File: src/rtl/cmpimm_branch_unit.sv
module cmpimm_branch_unit #(
  parameter int XLEN       = 64,
  parameter int IMM_W      = 17,
  parameter int DISP_W     = 10,
  parameter int LEG_DISP_W = 8,
  parameter int SCALE      = 2
) (
  input  logic              clk,
  input  logic              rst,
  input  logic              in_valid,
  input  logic [2:0]        cond_sel,
  input  logic [1:0]        prec_sel,
  input  logic              legacy_disp,
  input  logic [XLEN-1:0]   reg_val,
  input  logic [IMM_W-1:0]  imm_raw,
  input  logic [DISP_W-1:0] disp_raw,
  input  logic [XLEN-1:0]   pc,
  output logic              out_valid,
  output logic              out_taken,
  output logic [XLEN-1:0]   out_target
);

  localparam logic [2:0] C_BTT = 3'd0, C_BTF = 3'd1, C_GT  = 3'd2, C_LE  = 3'd3,
                         C_GTU = 3'd4, C_LEU = 3'd5, C_EQ  = 3'd6, C_NE  = 3'd7;

  function automatic logic [XLEN-1:0] narrow(input logic [XLEN-1:0] v,
                                             input logic [1:0] p,
                                             input logic sx);
    int unsigned bits;
    logic [XLEN-1:0] m, top;
    bits = 32'd8 << p;
    m    = (bits >= XLEN) ? '1 : ((XLEN'(1) << bits) - XLEN'(1));
    top  = m & ~(m >> 1);
    narrow = v & m;
    if (sx && (bits < XLEN) && |(v & top)) narrow = narrow | ~m;
  endfunction

  logic [XLEN-1:0] imm_x, sa, sb, ua, ub, disp_x, tgt;
  logic            gt_s, gt_u, eq_w, and_z, taken;

  assign imm_x = {{(XLEN-IMM_W){imm_raw[IMM_W-1]}}, imm_raw};
  assign sa    = narrow(imm_x,   prec_sel, 1'b1);
  assign sb    = narrow(reg_val, prec_sel, 1'b1);
  assign ua    = narrow(imm_x,   prec_sel, 1'b0);
  assign ub    = narrow(reg_val, prec_sel, 1'b0);

  assign gt_s  = $signed(sa) > $signed(sb);
  assign gt_u  = ua > ub;
  assign eq_w  = ua == ub;
  assign and_z = (ua & ub) == '0;

  always_comb begin
    case (cond_sel)
      C_BTT:   taken = and_z;
      C_BTF:   taken = !and_z;
      C_GT:    taken = gt_s;
      C_LE:    taken = !gt_s;
      C_GTU:   taken = gt_u;
      C_LEU:   taken = !gt_u;
      C_EQ:    taken = eq_w;
      default: taken = !eq_w;
    endcase
  end

  assign disp_x = legacy_disp
    ? {{(XLEN-LEG_DISP_W){disp_raw[LEG_DISP_W-1]}}, disp_raw[LEG_DISP_W-1:0]}
    : {{(XLEN-DISP_W){disp_raw[DISP_W-1]}}, disp_raw};
  assign tgt = pc + (disp_x << SCALE);

  always_ff @(posedge clk) begin
    if (rst) begin
      out_valid  <= 1'b0;
      out_taken  <= 1'b0;
      out_target <= '0;
    end else begin
      out_valid  <= in_valid;
      out_taken  <= in_valid && taken;
      if (in_valid) out_target <= tgt;
    end
  end

  assert_valid_follows_R2: assert property (@(posedge clk) disable iff (rst)
    in_valid |=> out_valid);
  assert_idle_clears_R2: assert property (@(posedge clk) disable iff (rst)
    !in_valid |=> (!out_valid && !out_taken));
  assert_taken_needs_valid_R1: assert property (@(posedge clk) disable iff (rst)
    out_taken |-> out_valid);
  assert_zero_disp_R9: assert property (@(posedge clk) disable iff (rst)
    (in_valid && disp_raw == '0) |=> (out_target == $past(pc)));
  assert_zero_mask_btt_R4: assert property (@(posedge clk) disable iff (rst)
    (in_valid && cond_sel == C_BTT && imm_raw == '0) |=> out_taken);
  assert_zero_mask_btf_R4: assert property (@(posedge clk) disable iff (rst)
    (in_valid && cond_sel == C_BTF && imm_raw == '0) |=> !out_taken);
  assert_full_eq_R7: assert property (@(posedge clk) disable iff (rst)
    (in_valid && cond_sel == C_EQ && prec_sel == 2'd3 && reg_val == imm_x) |=> out_taken);

endmodule

File: config.mk
export PLATFORM = sky130hd
export DESIGN_NAME = cmpimm_branch_unit
export DESIGN_NICKNAME = d
export VERILOG_FILES = /design/src/rtl/cmpimm_branch_unit.sv
export SDC_FILE = /design/constraint.sdc
export NUM_CORES = 1
export LEC_CHECK = 0
export CAP_MARGIN = 20
export CORE_MARGIN = 1.5
export CORE_UTILIZATION = 53
export CTS_CLUSTER_SIZE = 12
export DETAILED_ROUTE_END_ITERATION = 8
export PLACE_DENSITY_LB_ADDON = 0.3
export SLEW_MARGIN = 20
export SYNTH_ARGS = -nofsm -noshare
export SYNTH_HDL_FRONTEND = slang
export SYNTH_SLANG_ARGS = --single-unit
File: constraint.sdc
create_clock -name clk -period 10.5 [get_ports clk]
set_clock_uncertainty 0.05 [all_clocks]
set_input_delay 2.1 -clock clk [delete_from_list [all_inputs] [get_ports clk]]
set_output_delay 2.1 -clock clk [all_outputs]
set_load 0.01 [all_outputs]
Yosys cells after proc, flatten, opt, wreduce, memory -nomap -nowiden

Index checks and enable logic that the tools add are counted.

Register bits: 66
Input bits: 164
Logic and storage cells: 44

$add $sub $neg: 2
$lt $le $gt $ge: 4
Equality and inequality tests: 7
Shifts and indexed selects: 2
Multiplexer cells: 5
Bitwise gates (word level): 10
Reductions and logical operators: 11

Operators by type and width:

| operator              | number |
|---|---|
| $and 64x64->64        | 6 |
| $mux 64               | 3 |
| $gt 64x64->1          | 2 |
| $or 64x64->64         | 2 |
| $reduce_or 64->1      | 2 |
| $add 64x64->64        | 1 |
| $eq 64x64->1          | 1 |
| $logic_not 64->1      | 1 |
| $not 63->64           | 1 |
| $not 64->64           | 1 |
| $shl 1x32->64 const A | 1 |
| $sub 64x1->64 const B | 1 |
| $mux 62               | 1 |
| $ge 32x7->1 const B   | 1 |
| $lt 32x7->1 const B   | 1 |
| $shl 4x2->32 const A  | 1 |
| $eq 3x3->1 const B    | 3 |
| $pmux 1 s7            | 1 |
| $eq 3x2->1 const B    | 2 |
| $logic_not 1->1       | 4 |
| $eq 3x1->1 const B    | 1 |
| $logic_and 1x1->1     | 3 |
| $logic_not 3->1       | 1 |

Logic depth before layout (Yosys ltp)

Depth after elaboration: 14
Mapped depth: 18
Gate-level depth less buffers: 17

Worst setup path before layout

No wires, ideal clock.

Path kind: in2reg
Start point: in disp_raw[9]
End point: reg out_target[56]
Setup time: 67 ps
Arrival time: 8,243 ps
Required time: 10,383 ps
Slack: 2,140 ps
Stages: 14
Buffers on the path: 0
Cells stage by stage: inv_1 > o21ai_0 > ha_1 > a21o_1 > a21o_1 > a21oi_1 > o21ai_1 > o311ai_4 > a41oi_4 > a211oi_4 > o21ai_2 > or4b_1 > o31a_1 > o21ai_2

Longest elaborated chain between the ends: 2

RTL lines:

| item                   | line | text |
|---|---|---|
| start: declaration     | 16   | `input logic [DISP_W-1:0] disp_raw,` |
| $mux 62                | 66   | `? {{(XLEN-LEG_DISP_W){disp_raw[LEG_DISP_W-1]}}, disp_raw[LEG_DISP_W-1:0]}` |
| $add 64x64->64         | 68   | `assign tgt = pc + (disp_x << SCALE);` |
| end signal: assignment | 78   | `if (in_valid) out_target <= tgt;` |
| end: declaration       | 20   | `output logic [XLEN-1:0] out_target` |

No other way between the ends.
A chain may end at the register's enable or synchronous reset.

Worst setup path after layout

Start point: in prec_sel[0]
End point: reg out_taken

Longest elaborated chain between the ends: 14
Elaborated cells on any way between the ends: 32
Classes of those cells: add/sub (1); order compare (4); eq/ne (1); shift (2); mux (4); bitwise (10); reduce/logical (10)

RTL lines:

| item                                       | line | text |
|---|---|---|
| start: declaration                         | 12   | `input logic [1:0] prec_sel,` |
| $shl 4x2->32 *                             | 31   | `bits = 32'd8 << p;` |
| $shl 1x32->64                              | 32   | `m = (bits >= XLEN) ? '1 : ((XLEN'(1) << bits) - XLEN'(1));` |
| $sub 64x1->64                              | 32   |  |
| $mux 64                                    | 32   |  |
| $not 63->64                                | --   |  |
| $and 64x64->64 (2 in series)               | --   |  |
| $reduce_or 64->1, on equally long branches | --   |  |
| $logic_and 1x1->1                          | 35   | `if (sx && (bits < XLEN) && \|(v & top)) narrow = narrow \| ~m;` |
| $mux 64                                    | 35   |  |
| $gt 64x64->1                               | 47   | `assign gt_s = $signed(sa) > $signed(sb);` |
| $logic_not 1->1                            | 57   | `C_LE: taken = !gt_s;` |
| $pmux 1 s7 *                               | 53   | `case (cond_sel)` |
| $logic_and 1x1->1 *                        | 77   | `out_taken <= in_valid && taken;` |
| end signal: assignment                     | 77   |  |
| end: declaration                           | 19   | `output logic out_taken,` |

Every way passes the cells marked *; elsewhere a longest branch is shown, timed or not.

==> results.txt <==
commonest non-fill, non-tap cells in the layout - ha_1, clkdlybuf4s50_1, nor2_1, a21oi_1, a21o_1
CTS Hold Bufs - 0
Critical Path RT - 10.66 ns
I/O Buffers - 229
Pleak - 6.77 nW
cts bufs inserted - 9
DRC viols - 0
Total Routing Usage GR - 0.278
status - finished, final reports clean
CP top delay family - compound AO/OA/AOI/OAI gates
element type at the critical path end - flip-flop
Net Switching - 0.000494 W
Async SR Flop Fraction - 0
Flop pwr share - 0.228
Final Setup Violations - 0
Mapped Nets - 1821
DIE WIDTH - 144 um
GRT overflow - 0
commonest non-fill, non-tap cell in the layout - ha_1
Final Hold Fails - 0
switching share of total power - 0.377
first-pass GRT wire length - 47200 um
number of DRC markers in iteration 0 - 568
Via-to-Cell Ratio - 5.70
wire per inst - 15.9 um
crit path DAT - 6.75 ns
Cell variety after synth - 67
Hold Crit Class - flip-flop to flip-flop
Place WS - 3.60 ns
via count - 10600
area grow syn2layout - 26.0%
Nets - 2002
maximum VDD drop - 90.3 uV
Pins Over Slew Limit - 0
layout cells sized above 1 - 0.0296
I/O pins - 230
PnR worst setup slack - 3.91 ns
EDFF count, synth - 0
CP max FO - 47
initial antenna violation count - 0
top-area cell type share of the netlist area - 0.298
most frequent CP cell - nor2_1
clock buffer depth - 2
Clk pwr share - 0.239
clock transition at the registers of the reported paths - 0.05 ns
TritonCTS clock tree - yes
drt first pass iters - 5
Final ANT Viol Nets - 0
H-tree Lvls - 3
TNS Setup - 0 ns
Ys Warns - 0
max incr delay on CP - 0.64 ns
internal power - 0.000817 W
Worst Setup Path Type - primary input to flip-flop
CORE AREA - 19500 sq um
PostCTS Resize Cnt - 0
ant diodes - 0
Main synth FF type - dfxtp_1
worst path cell trace - clkdlybuf4s50_1 > buf_4 > mux2i_1 > nor2_1 > nor2_1 > a21oi_2 > buf_4 > nor2_1 > ha_1 > a21o_1 > a21o_1 > a211o_1 > o211ai_1 > a21oi_1 > o31ai_1 > o211ai_1 > xor2_1 > nor4b_1 > o21ai_0 > nor3b_1
cell taking the most area after synthesis - ha_1
Avg Cell Area, Syn - 7.56 sq um
row count - 51
post-synthesis sequential area ratio - 0.125
Synth area leaders - ha_1, dfxtp_1, a21o_1
Final min period - 6.59 ns
Yosys reg bits - 66
Rel. slew slack - 0.323
die area - 20900 sq um
routability cong. - 0.899
cells after synthesis - 1403
max frequency - 0.152 GHz
root buffer cell - clkbuf_16
cell area power density - 98.1 nW/um^2
CP bufs+invs - 3
Initial Utilization - 0.543
startpoint types - primary input
Clock Latency Late Sink - 0.33 ns
clock sink count - 66
DP Wirelength - 23400 um
# fillers - 1661
largest net degree at the start of global routing - 68
Tcrit/Tclk final - 0.628
Logic pwr share - 0.533
post-synthesis cell area - 10600 sq um
RSZ-0062 raised after global routing - false
Max Cap Viol - 0
Post-Route WL - 29500 um
vias in the first global route - 10000
Die Height - 144 um
Worst-Margin Slew - 1.02 ns
critical path's slowest cell - nor2_1
post-CTS setup buffer count - 0
[per-layer routing]
layer	share of wire	vias up	GRT usage
li1	-	5397	-
met1	0.47	4866	0.370
met2	0.47	260	0.471
met3	0.043	40	0.0377
met4	0.020	0	0.0702
met5	0	-	0
[through the flow]
stage / instances / power (W) / cell area, sq um / util / hold slack (ns)
2_1_floorplan: 1403 / 0.000754 / 10600 / - / 0.420
3_5_place_dp: 1838 / 0.000992 / 13100 / 0.669 / 0.393
3_3_place_gp: 1838 / 0.000976 / 13100 / 0.669 / 0.385
4_1_cts: 1853 / 0.00131 / 13400 / 0.684 / 0.400
6_report: 1853 / 0.00131 / 13400 / 0.684 / 0.402
5_1_grt: 1853 / 0.00141 / 13400 / 0.684 / 0.422
[logic make-up after synthesis]
| logic type | Yosys count | share of synthesized area |
|---|---|---|
| AOI/OAI and AO/OA | 391 | 0.242 |
| xor gates and xnor gates | 57 | 0.0471 |
| adders and majority gates | 254 | 0.300 |
| buffers and inverters | 168 | 0.0596 |
| DFF | 66 | 0.125 |
| muxes | 31 | 0.0293 |
| and+or+nand+nor | 436 | 0.197 |
[cells in the mapped netlist, drive strengths merged (4+ instances only)]
cell	count
ha	253
nor2	148
a21oi	110
a21o	101
inv	98
nand2	89
o21ai	80
clkbuf	67
dfxtp	66
nand4	52
nand3	50
xnor2	35
mux2i	31
nor2b	26
xor2	22
nor4	21
a211oi	18
o21bai	15
nand2b	13
nor3	11
a31oi	10
o21a	10
a211o	6
o211ai	6
and4	5
a21boi	4
o31ai	4
or3	4
[power groups by stage]
stage          Combinational [W]  Sequential, W  Clock [W]
2_1_floorplan           0.000437       0.000318          0
3_3_place_gp            0.000672       0.000303          0
3_5_place_dp            0.000688       0.000304          0
4_1_cts                 0.000694       0.000299   0.000318
5_1_grt                 0.000775       0.000303   0.000332
6_report                0.000698       0.000299   0.000313
[worst min-delay path, delay by kind of cell (launching register included)]
kind / cells / cell delay [ns]
AO/OA/AOI/OAI: 1 / 0.05
flip-flops: 1 / 0.32
AND/OR/NAND/NOR: 1 / 0.04
[flip-flops by register name, summed over array words and instances (netlist names)]
| register | flops |
|---|---|
| out_target | 64 |
| out_taken | 1 |
| out_valid | 1 |
[layout make-up]
class	instances	area, sq um	area share
clock inverter	2	35.0	0.00262
clock buffer	13	270	0.0202
sequential	66	1320	0.0989
inverter	98	368	0.0275
timing repair buffer	240	2360	0.177
tap	265	332	0.0248
multi-input combinational	1169	8670	0.649
[final timing paths]
check / start / end / slack [ns] / depth (start not counted)
max: prec_sel[0] / out_taken$_SDFF_PP0_ / 3.91 / 20
min: out_target[36]$_SDFFE_PP0P_ / out_target[36]$_SDFFE_PP0P_ / 0.40 / 2
max reg2reg: out_target[56]$_SDFFE_PP0P_ / out_target[56]$_SDFFE_PP0P_ / 9.65 / 2
min reg2reg: out_target[36]$_SDFFE_PP0P_ / out_target[36]$_SDFFE_PP0P_ / 0.40 / 2
Power figures use the tool's default switching activity.
